File: src/rtl/drain_ring_pkg.sv
package drain_ring_pkg;
  typedef enum logic [1:0] {
    ST_IDLE  = 2'd0,
    ST_EVAL  = 2'd1,
    ST_ISSUE = 2'd2
  } drain_state_e;
endpackage

File: src/rtl/drain_avail.sv
// Ring geometry and quadword availability between read and producer pointers.
module drain_avail #(
  parameter int ADDR_W = 32
) (
  input  logic [ADDR_W-1:0] base,
  input  logic [ADDR_W-1:0] mask,
  input  logic [ADDR_W-1:0] rd,
  input  logic [ADDR_W-1:0] prod,
  output logic [ADDR_W-1:0] top,
  output logic              in_ring,
  output logic [ADDR_W-1:0] avail
);
  localparam logic [ADDR_W-1:0] QW_BYTES = ADDR_W'(16);

  always_comb begin
    top     = base + mask + QW_BYTES;
    in_ring = (rd >= base) && (rd < top);
    if (rd <= prod) avail = (prod - rd) >> 4;
    else            avail = ((prod - base) + (top - rd)) >> 4;
  end
endmodule

File: src/rtl/drain_seg_plan.sv
// Grant sizing and split of a burst at the ring top.
module drain_seg_plan #(
  parameter int ADDR_W = 32,
  parameter int QW_W   = 16,
  parameter int WD_W   = QW_W + 2
) (
  input  logic [ADDR_W-1:0] rd,
  input  logic [ADDR_W-1:0] top,
  input  logic [QW_W-1:0]   rem,
  input  logic [ADDR_W-1:0] avail,
  input  logic              in_ring,
  output logic [WD_W-1:0]   head_words,
  output logic [WD_W-1:0]   tail_words
);
  logic [QW_W-1:0]   grant;
  logic [ADDR_W:0]   span_end;
  logic [WD_W-1:0]   grant_words;
  logic [WD_W-1:0]   to_top_words;
  logic              split;

  always_comb begin
    if (!in_ring)                                        grant = rem;
    else if (avail < {{(ADDR_W-QW_W){1'b0}}, rem})       grant = avail[QW_W-1:0];
    else                                                 grant = rem;
    span_end     = {1'b0, rd} + ({{(ADDR_W+1-QW_W){1'b0}}, grant} << 4);
    grant_words  = {grant, 2'b00};
    to_top_words = WD_W'((top - rd) >> 2);
    split        = in_ring && (span_end > {1'b0, top});
    head_words   = split ? to_top_words : grant_words;
    tail_words   = split ? (grant_words - to_top_words) : '0;
  end
endmodule

File: src/rtl/drain_ring_unit.sv
module drain_ring_unit
  import drain_ring_pkg::*;
#(
  parameter int ADDR_W = 32,
  parameter int QW_W   = 16
) (
  input  logic              clk,
  input  logic              rst_n,
  input  logic [ADDR_W-1:0] ring_base,
  input  logic [ADDR_W-1:0] ring_mask,
  input  logic [ADDR_W-1:0] prod_addr,
  input  logic              cmd_valid,
  output logic              cmd_ready,
  input  logic [ADDR_W-1:0] cmd_addr,
  input  logic [QW_W-1:0]   cmd_qwc,
  output logic              seg_valid,
  input  logic              seg_ready,
  output logic [ADDR_W-1:0] seg_addr,
  output logic [QW_W+1:0]   seg_words,
  output logic              seg_wrapped,
  output logic              empty
);
  localparam int WD_W = QW_W + 2;

  // reset: asynchronous assert, synchronous release
  logic [1:0] rst_sync_q;
  logic       rst_s_n;
  always_ff @(posedge clk or negedge rst_n) begin
    if (!rst_n) rst_sync_q <= 2'b00;
    else        rst_sync_q <= {rst_sync_q[0], 1'b1};
  end
  assign rst_s_n = rst_sync_q[1];

  drain_state_e          state_q, state_d;
  logic [ADDR_W-1:0]     rd_q, rd_d;
  logic [QW_W-1:0]       rem_q, rem_d, rem_after;
  logic [WD_W-1:0]       segw_q, segw_d, pend_q, pend_d;
  logic                  wrapd_q, wrapd_d, empty_q, empty_d;
  logic                  upd_en;

  logic [ADDR_W-1:0]     top, avail, adv, adv_wrap;
  logic                  in_ring;
  logic [WD_W-1:0]       head_w, tail_w;

  drain_avail #(.ADDR_W(ADDR_W)) u_avail (
    .base(ring_base), .mask(ring_mask), .rd(rd_q), .prod(prod_addr),
    .top(top), .in_ring(in_ring), .avail(avail)
  );

  drain_seg_plan #(.ADDR_W(ADDR_W), .QW_W(QW_W), .WD_W(WD_W)) u_plan (
    .rd(rd_q), .top(top), .rem(rem_q), .avail(avail), .in_ring(in_ring),
    .head_words(head_w), .tail_words(tail_w)
  );

  always_comb begin
    adv       = rd_q + ({{(ADDR_W-WD_W){1'b0}}, segw_q} << 2);
    adv_wrap  = ring_base + (adv & ring_mask);
    rem_after = rem_q - segw_q[WD_W-1:2];
  end

  // next state
  always_comb begin
    state_d = state_q;
    rd_d    = rd_q;
    rem_d   = rem_q;
    segw_d  = segw_q;
    pend_d  = pend_q;
    wrapd_d = wrapd_q;
    empty_d = empty_q;
    upd_en  = 1'b0;
    unique case (state_q)
      ST_IDLE: begin
        empty_d = 1'b0;
        if (cmd_valid) begin
          upd_en  = 1'b1;
          rd_d    = cmd_addr;
          rem_d   = cmd_qwc;
          state_d = ST_EVAL;
        end
      end
      ST_EVAL: begin
        upd_en = 1'b1;
        if (rem_q == '0) begin
          empty_d = 1'b0;
          state_d = ST_IDLE;
        end else if (in_ring && (avail == '0)) begin
          empty_d = 1'b1;
        end else begin
          empty_d = 1'b0;
          segw_d  = head_w;
          pend_d  = tail_w;
          wrapd_d = 1'b0;
          state_d = ST_ISSUE;
        end
      end
      ST_ISSUE: begin
        if (seg_ready) begin
          upd_en = 1'b1;
          rd_d   = in_ring ? adv_wrap : adv;
          rem_d  = rem_after;
          if (pend_q != '0) begin
            segw_d  = pend_q;
            pend_d  = '0;
            wrapd_d = 1'b1;
          end else begin
            state_d = (rem_after == '0) ? ST_IDLE : ST_EVAL;
          end
        end
      end
      default: state_d = ST_IDLE;
    endcase
  end

  // registers
  always_ff @(posedge clk or negedge rst_s_n) begin
    if (!rst_s_n) begin
      state_q <= ST_IDLE;
      rd_q    <= '0;
      rem_q   <= '0;
      segw_q  <= '0;
      pend_q  <= '0;
      wrapd_q <= 1'b0;
      empty_q <= 1'b0;
    end else if (upd_en) begin
      state_q <= state_d;
      rd_q    <= rd_d;
      rem_q   <= rem_d;
      segw_q  <= segw_d;
      pend_q  <= pend_d;
      wrapd_q <= wrapd_d;
      empty_q <= empty_d;
    end
  end

  assign cmd_ready   = (state_q == ST_IDLE);
  assign seg_valid   = (state_q == ST_ISSUE);
  assign seg_addr    = rd_q;
  assign seg_words   = segw_q;
  assign seg_wrapped = wrapd_q;
  assign empty       = empty_q;
endmodule

File: config.mk
export PLATFORM = sky130hd
export DESIGN_NAME = drain_ring_unit
export DESIGN_NICKNAME = d
export VERILOG_FILES = /design/src/rtl/drain_ring_pkg.sv /design/src/rtl/drain_avail.sv /design/src/rtl/drain_seg_plan.sv /design/src/rtl/drain_ring_unit.sv
export SDC_FILE = /design/constraint.sdc
export NUM_CORES = 1
export LEC_CHECK = 0
export CAP_MARGIN = 20
export CORE_MARGIN = 2
export CORE_UTILIZATION = 60
export CTS_CLUSTER_SIZE = 20
export DETAILED_ROUTE_END_ITERATION = 12
export DONT_BUFFER_PORTS = 1
export PLACE_DENSITY = 0.73
export SKIP_LAST_GASP = 1
export SLEW_MARGIN = 40
export SYNTH_ARGS = -nofsm -noshare
export SYNTH_HDL_FRONTEND = slang
export SYNTH_SLANG_ARGS = --single-unit
File: constraint.sdc
create_clock -name clk -period 3.45 [get_ports clk]
set_input_delay 0.345 -clock clk [delete_from_list [all_inputs] [get_ports clk]]
set_output_delay 0.345 -clock clk [all_outputs]
set_load 0.01 [all_outputs]
==> results of run 1 <==
-- repair_timing --
| action | in CTS |
|---|---|
| resized for setup | 188 |
| endpoints found under the hold margin | 2 |
| pin swaps | 125 |
| setup endpoints to repair | 76 |
| cloned | 7 |
| hold buffers | 1 |
| buffers inserted | 78 |
-- cells by family after synthesis --
logic type,share of synthesized area [%]
AND/OR/NAND/NOR,18.15
XOR/XNOR,9.265
multiplexers,2.989
flip-flops,11.62
other,0.01935
AO/OA/AOI/OAI,26.24
buffers and inverters,6.488
adder cells (fa/ha/maj),25.22
-- per-stage QoR --
step / worst slack [ns] / util [%] / cell area, um2
2_1_floorplan: -7.906 / - / 19840
3_5_place_dp: -9.224 / 83.50 / 26480
4_1_cts: -8.175 / 89.74 / 28460
3_3_place_gp: -8.730 / 83.50 / 26480
-- routing by layer --
layer	overflow	track usage, %
met5	0	14.52
met3	0	45.05
met1	0	64.29
met2	22	87.76
met4	31	64.70
==> impl_metrics.tcl, run 1 <==
set metrics [dict create \
    synth_area_leader_cell "ha_1" \
    error "[ERROR GRT-0116] Global routing finished with congestion. Check the congestion regions in the DRC Viewer." \
    synth_cells 2498 \
    yosysWarnings 0 \
    htree_num_levels 3 \
    grt_overflow 53 \
    dp_cells 3707 \
    yosys-top-cells-area "ha_1, dfrtp_1, xnor2_1" \
    std_cell_rows 65 \
    synthTopCellsByCount "ha_1, inv_1, a21oi_1" \
    seq_area_frac_synth_pct 11.62 \
    fp.dieH_um 183.7 \
    ios 202 \
    syn_area_um2 19380 \
    syn_avg_cell_area_um2 7.758 \
    cts_sinks 90 \
    syn-num-nets 3015 \
    start_util_pct 61.10 \
    hpwl_mm 68.15 \
    grt_pass1_wl_mm 166.6 \
    synth-edff-count 0 \
    cts_made_buffers 9 \
    synth_cell_type_count 91 \
    grt_max_degree 59 \
    status "stopped before the end" \
    io_buffer_count 0 \
    die_w_um 183.7 \
    ys.flop_type "dfrtp_1" \
    synth.most_common_cell "ha_1" \
    lastStage "global routing" \
    clock-root-buffer "clkbuf_16" \
    synth_top_area_share_pct 21.50 \
    gp_congestion 1.117 \
    synth-seq-cells 90 \
    grt.total_usage_pct 65.40 \
    synthArstFlopShare_pct 100.0 \
    grt_pass1_vias 28270 \
    clockBufferDepth 2 \
]
==> inputs of run 2 (changes only) <==
--- a/config.mk
+++ b/config.mk
@@ -7,11 +7,10 @@
 export LEC_CHECK = 0
 export CAP_MARGIN = 20
 export CORE_MARGIN = 2
-export CORE_UTILIZATION = 60
-export CTS_CLUSTER_SIZE = 20
+export CORE_UTILIZATION = 40
 export DETAILED_ROUTE_END_ITERATION = 12
 export DONT_BUFFER_PORTS = 1
-export PLACE_DENSITY = 0.73
+export PLACE_DENSITY_LB_ADDON = 0.15
 export SKIP_LAST_GASP = 1
 export SLEW_MARGIN = 40
 export SYNTH_ARGS = -nofsm -noshare
==> impl_metrics.tcl, run 2 <==
set metrics [dict create \
    status "complete, but fails checks" \
    violations "negative setup slack" \
    clock-root-buffer "clkbuf_16" \
    grt_pass1_wl_mm 129.9 \
    drtIter0Drc 1153 \
    grt-busiest-layer "met2" \
    die-area_um2 50230 \
    ios 202 \
    fin_nets 3941 \
    critical_path_class "in2reg" \
    worstHoldStart "cmd_addr[1]" \
    grt_overflow 0 \
    synth-edff-count 0 \
    period_minus_slack_ns 11.58 \
    rr_endpoint "seg_words[10]" \
    period_share_pct 335.8 \
    synth_cells 2498 \
    setup-tns-final_ns -380.41 \
    route.detailed.drc 0 \
    fp.dieH_um 224.1 \
    synth_area_leader_cell "ha_1" \
    drv_cap 0 \
    start_util_pct 40.59 \
    yosysWarnings 0 \
    clkTransAtPathRegs_ns 0.09 \
    coreArea_um2 47750 \
    htree_num_levels 3 \
    crit_fanout 6 \
    num-fill-cells 4341 \
    vias 22590 \
    die_w_um 224.1 \
    layout_setup_ws_ns -8.134 \
    cp-end-kind "flip-flop" \
    holdPathEnd "seg_addr[1]" \
    synth_cell_type_count 91 \
    dp_cells 3921 \
    met1_usage_pct 38.55 \
    fin_cells 4044 \
    multi_input_area_um2 17520 \
    worst_slew_pin_slew_ns 0.8620 \
    wl_per_cell_um 22.02 \
    hold_path_class "in2reg" \
    largest_register_ffs 32 \
    grt_pass1_vias 22570 \
    clk_latency_ns 0.38 \
    worstRegToRegCells 61 \
    utilization_pct 61.78 \
    via_per_inst 5.586 \
    first_pass_iters 5 \
    layout_commonest_cell "buf_4" \
    crit_path_start_kind "input pin" \
    final_antenna_net_count 0 \
    grt.total_usage_pct 34.10 \
    layout_common_cells "buf_4, ha_1, inv_1" \
    fmax_mhz 86.33 \
    hpwl_mm 73.13 \
    syn_avg_cell_area_um2 7.758 \
    arrival_ns 11.83 \
    clockBufferDepth 2 \
    seq_area_frac_synth_pct 11.62 \
    grt_max_degree 50 \
    synth_top_area_share_pct 21.50 \
    cts_sinks 90 \
    diodes 0 \
    synthTopCellsByCount "ha_1, inv_1, a21oi_1" \
    ys.flop_type "dfrtp_1" \
    syn_area_um2 19380 \
    holdPathStages 2 \
    gp_congestion 1.009 \
    critPathSlowestCell "or4_4" \
    rsz0062_at_grt "true" \
    setup_viol 72 \
    yosys-top-cells-area "ha_1, dfrtp_1, xnor2_1" \
    cts_made_buffers 9 \
    antenna_found_initial 5 \
    cpPeakStageDelay_ns 0.55 \
    syn-num-nets 3015 \
    syn_to_final_growth_pct 52.20 \
    synth-seq-cells 90 \
    r2r-start "seg_addr[2]" \
    cts_tree "done" \
    drt-total-wl_mm 89.05 \
    regArea_um2 2257 \
    drive_gt1_share_pct 37.80 \
    synth.most_common_cell "ha_1" \
    maxSlewHeadroom_pct 42.53 \
    final_max_slew_viol_count 0 \
    synthArstFlopShare_pct 100.0 \
    skew_ns 0.01480 \
    io_buffer_count 0 \
    r2r_slack_ns -7.59 \
    critical_path_required_ns 3.69 \
    grt_util_met2_pct 57.35 \
    hold_violations 0 \
    use_met3_pct 7.319 \
    crit_top_cell "a21o_1" \
    std_cell_rows 80 \
]
-- run 2: cell counts after synthesis --
No cell type changed its count.
-- run 2: worst max-delay path by stage --
stage | start | endpoint | slack [ns] | depth (start not counted)
2_1_floorplan | ring_base[1] | pend_q[16] | -7.91 | 63
3_3_place_gp | ring_base[2] | seg_words[3] | -8.78 | 60
3_5_place_dp | ring_base[2] | seg_words[3] | -8.94 | 60
4_1_cts | ring_base[1] | pend_q[17] | -8.15 | 65
5_1_grt | ring_base[1] | seg_words[7] | -8.68 | 68
6_report | ring_base[1] | seg_words[10] | -8.13 | 66
-- run 2: kinds of logic (layout without fill, tap and decap cells) --
family,count (synthesis),count (layout),share of synthesized area [%]
XOR/XNOR,205,205,9.265
flip-flops,90,90,11.62
multiplexers,54,54,2.989
AO/OA/AOI/OAI,765,765,26.24
other,1,1,0.01935
adder cells (fa/ha/maj),369,369,25.22
buffers and inverters,316,1246,6.488
AND/OR/NAND/NOR,698,699,18.15
-- run 2: what timing repair did --
item / 4_1_cts / 5_1_grt
resized for setup: 97 / 191
setup endpoints to repair: 78 / 81
hold endpoints to repair: 2 / 0
pin swaps: 92 / 131
hold buffers: 1 / 0
gates cloned: 5 / 3
setup buffers: 53 / 53
-- run 2: metal layers --
| layer | share of wire (%) | wire (um) |
|---|---|---|
| met5 | 0.063 | 56 |
| met4 | 8.1 | 7224 |
| met3 | 6.8 | 6037 |
| met2 | 46 | 41200 |
| met1 | 39 | 34530 |
-- run 2: layout make-up --
type                       count  share of cell area, %
timing repair buffer         968                  26.02
inverter                     262                  3.351
multi-input combinational   2093                  59.39
clock buffer                  10                 0.8102
clock inverter                 6                 0.1612
sequential                    90                  7.652
tap                          615                  2.609
-- run 2: critical path: cells and delay by family --
| family | cells | cell delay [ns] |
|---|---|---|
| AOI/OAI and AO/OA | 40 | 6.23 |
| adders and majority gates | 8 | 2.18 |
| and+or+nand+nor | 7 | 1.23 |
| buffers and inverters | 6 | 0.88 |
| xor gates and xnor gates | 4 | 0.63 |
| muxes | 1 | 0.33 |
-- run 2: stage by stage --
stage          cell area (um2)  hold WS (ns)  worst slack (ns)
2_1_floorplan            19840       0.04941            -7.906
3_5_place_dp             26800       0.04947            -8.938
3_3_place_gp             26800       0.04945            -8.782
4_1_cts                  28150        0.1074            -8.146
5_1_grt                  29500        0.1157            -8.684
6_report                 29500        0.1202            -8.134
Power of run 2 is left out: the tool's default activity adds up to more than one toggle a clock period on the data nets, which glitch-free logic cannot reach.
==> inputs of run 3 (changes only) <==
--- a/config.mk
+++ b/config.mk
@@ -6,8 +6,9 @@
 export NUM_CORES = 1
 export LEC_CHECK = 0
 export CAP_MARGIN = 20
+export CORE_ASPECT_RATIO = 0.8
 export CORE_MARGIN = 2
-export CORE_UTILIZATION = 40
+export CORE_UTILIZATION = 35
 export DETAILED_ROUTE_END_ITERATION = 12
 export DONT_BUFFER_PORTS = 1
 export PLACE_DENSITY_LB_ADDON = 0.15
==> constraint.sdc (replaced) <==
create_clock -name clk -period 14.74 [get_ports clk]
set_input_delay 1.474 -clock clk [delete_from_list [all_inputs] [get_ports clk]]
set_output_delay 1.474 -clock clk [all_outputs]
set_load 0.01 [all_outputs]
==> impl_metrics.tcl, run 3 (synthesized netlist as in run 2, its figures left out) <==
set metrics [dict create \
    status "complete, no violations" \
    clkTransAtPathRegs_ns 0.08 \
    cts_made_buffers 9 \
    grt.total_usage_pct 27.01 \
    crit_top_cell "a21o_1" \
    drv_cap 0 \
    syn_to_final_growth_pct 8.916 \
    std_cell_rows 77 \
    coreArea_um2 55010 \
    critical_path_class "in2reg" \
    met1_usage_pct 41.97 \
    fp.dieH_um 214.5 \
    period_share_pct 95.19 \
    path_delay_family "compound AO/OA/AOI/OAI gates" \
    utilization_pct 38.37 \
    hpwl_mm 67.56 \
    skew_ns 0.01613 \
    vias 19100 \
    stdcell_area_um2 21110 \
    cts_tree "done" \
    clockBufferDepth 2 \
    layout_commonest_cell "ha_1" \
    worstRegToRegCells 56 \
    use_met3_pct 2.549 \
    start_util_pct 35.23 \
    period_minus_slack_ns 14.03 \
    final_max_slew_viol_count 0 \
    layout_common_cells "ha_1, inv_1, a21oi_1" \
    critical_path_required_ns 15.00 \
    drtIter0Drc 1619 \
    grt_max_degree 59 \
    crit_path_start_kind "input pin" \
    cts_sinks 90 \
    die-area_um2 57280 \
    grt_util_met2_pct 40.12 \
    wl_per_cell_um 23.93 \
    cp.depth 60 \
    fmax_mhz 71.27 \
    cpPeakStageDelay_ns 0.51 \
    placed_area_um2 20720 \
    first_pass_iters 5 \
    dp_cells 3271 \
    fin_cells 3291 \
    setup_viol 0 \
    final_antenna_net_count 0 \
    io_buffer_count 0 \
    diodes 0 \
    largest_register_ffs 32 \
    gp_congestion 0.9732 \
    drive_gt1_share_pct 7.241 \
    maxSlewHeadroom_pct 38.09 \
    num-fill-cells 5754 \
    cts.hold.buffers_added 0 \
    hold_path_class "reg2async" \
    critPathSlowestCell "o41ai_1" \
    cp-end-kind "flip-flop" \
    cp_num_buf_inv 10 \
    htree_num_levels 3 \
    grt_overflow 0 \
    crit_fanout 8 \
    ios 202 \
    die_w_um 267.1 \
    fin_nets 3053 \
    grt-busiest-layer "met1" \
    antenna_found_initial 1 \
    grt_pass1_vias 18340 \
    clk_latency_ns 0.38 \
    clock-root-buffer "clkbuf_16" \
    drt-total-wl_mm 78.76 \
    worst_slew_pin_slew_ns 0.9028 \
    route.detailed.drc 0 \
    grt_pass1_wl_mm 115.8 \
    via_per_inst 5.805 \
    hold_violations 0 \
    arrival_ns 14.29 \
]
-- run 3: path summary, 6_finish.rpt --
| check | startpoint | endpoint | slack, ns |
|---|---|---|---|
| hold reg to reg | rst_sync_q[1] | seg_addr[28] | 0.29 |
| min in group clk | rst_sync_q[0] | rst_sync_q[1] | 0.35 |
| hold / removal | rst_sync_q[1] | seg_addr[28] | 0.29 |
| setup reg to reg | seg_addr[2] | seg_words[0] | 2.16 |
| setup / recovery | ring_base[1] | seg_words[0] | 0.71 |
| max in group asynchronous | rst_sync_q[1] | rem_q[11] | 13.46 |
-- run 3: cell type report --
type,count,area [um2],area share [%]
sequential,90,2256,10.69
multi-input combinational,2092,15980,75.70
clock buffer,10,229.0,1.085
timing repair buffer,81,680.7,3.225
clock inverter,6,42.54,0.2015
tap,750,938.4,4.446
inverter,262,983.4,4.659
-- run 3: timing repair --
action                                  CTS  global route
setup buffers                             0             4
resized for setup                         0            21
endpoints found under the setup margin    0            36
-- run 3: routing by layer --
layer  routed length [um]  share of wire (%)  vias up
met5                    0                  0        -
met4                 1147                1.5        0
met3                 4862                6.2       50
met2                32650                 41      636
met1                40100                 51     9298
li1                     -                  -     9120
-- run 3: metrics by stage --
stage	hold slack, ns	worst slack, ns	TNS [ns]
after floorplan	0.3312	1.204	0
after global placement	0.3167	0.1222	0
after detailed placement	0.3220	-0.007985	-0.007985
after CTS	0.3195	0.3368	0
after global routing	0.3350	-0.02021	-0.02021
final	0.2882	0.7096	0
Power of run 3 is left out for the same reason.
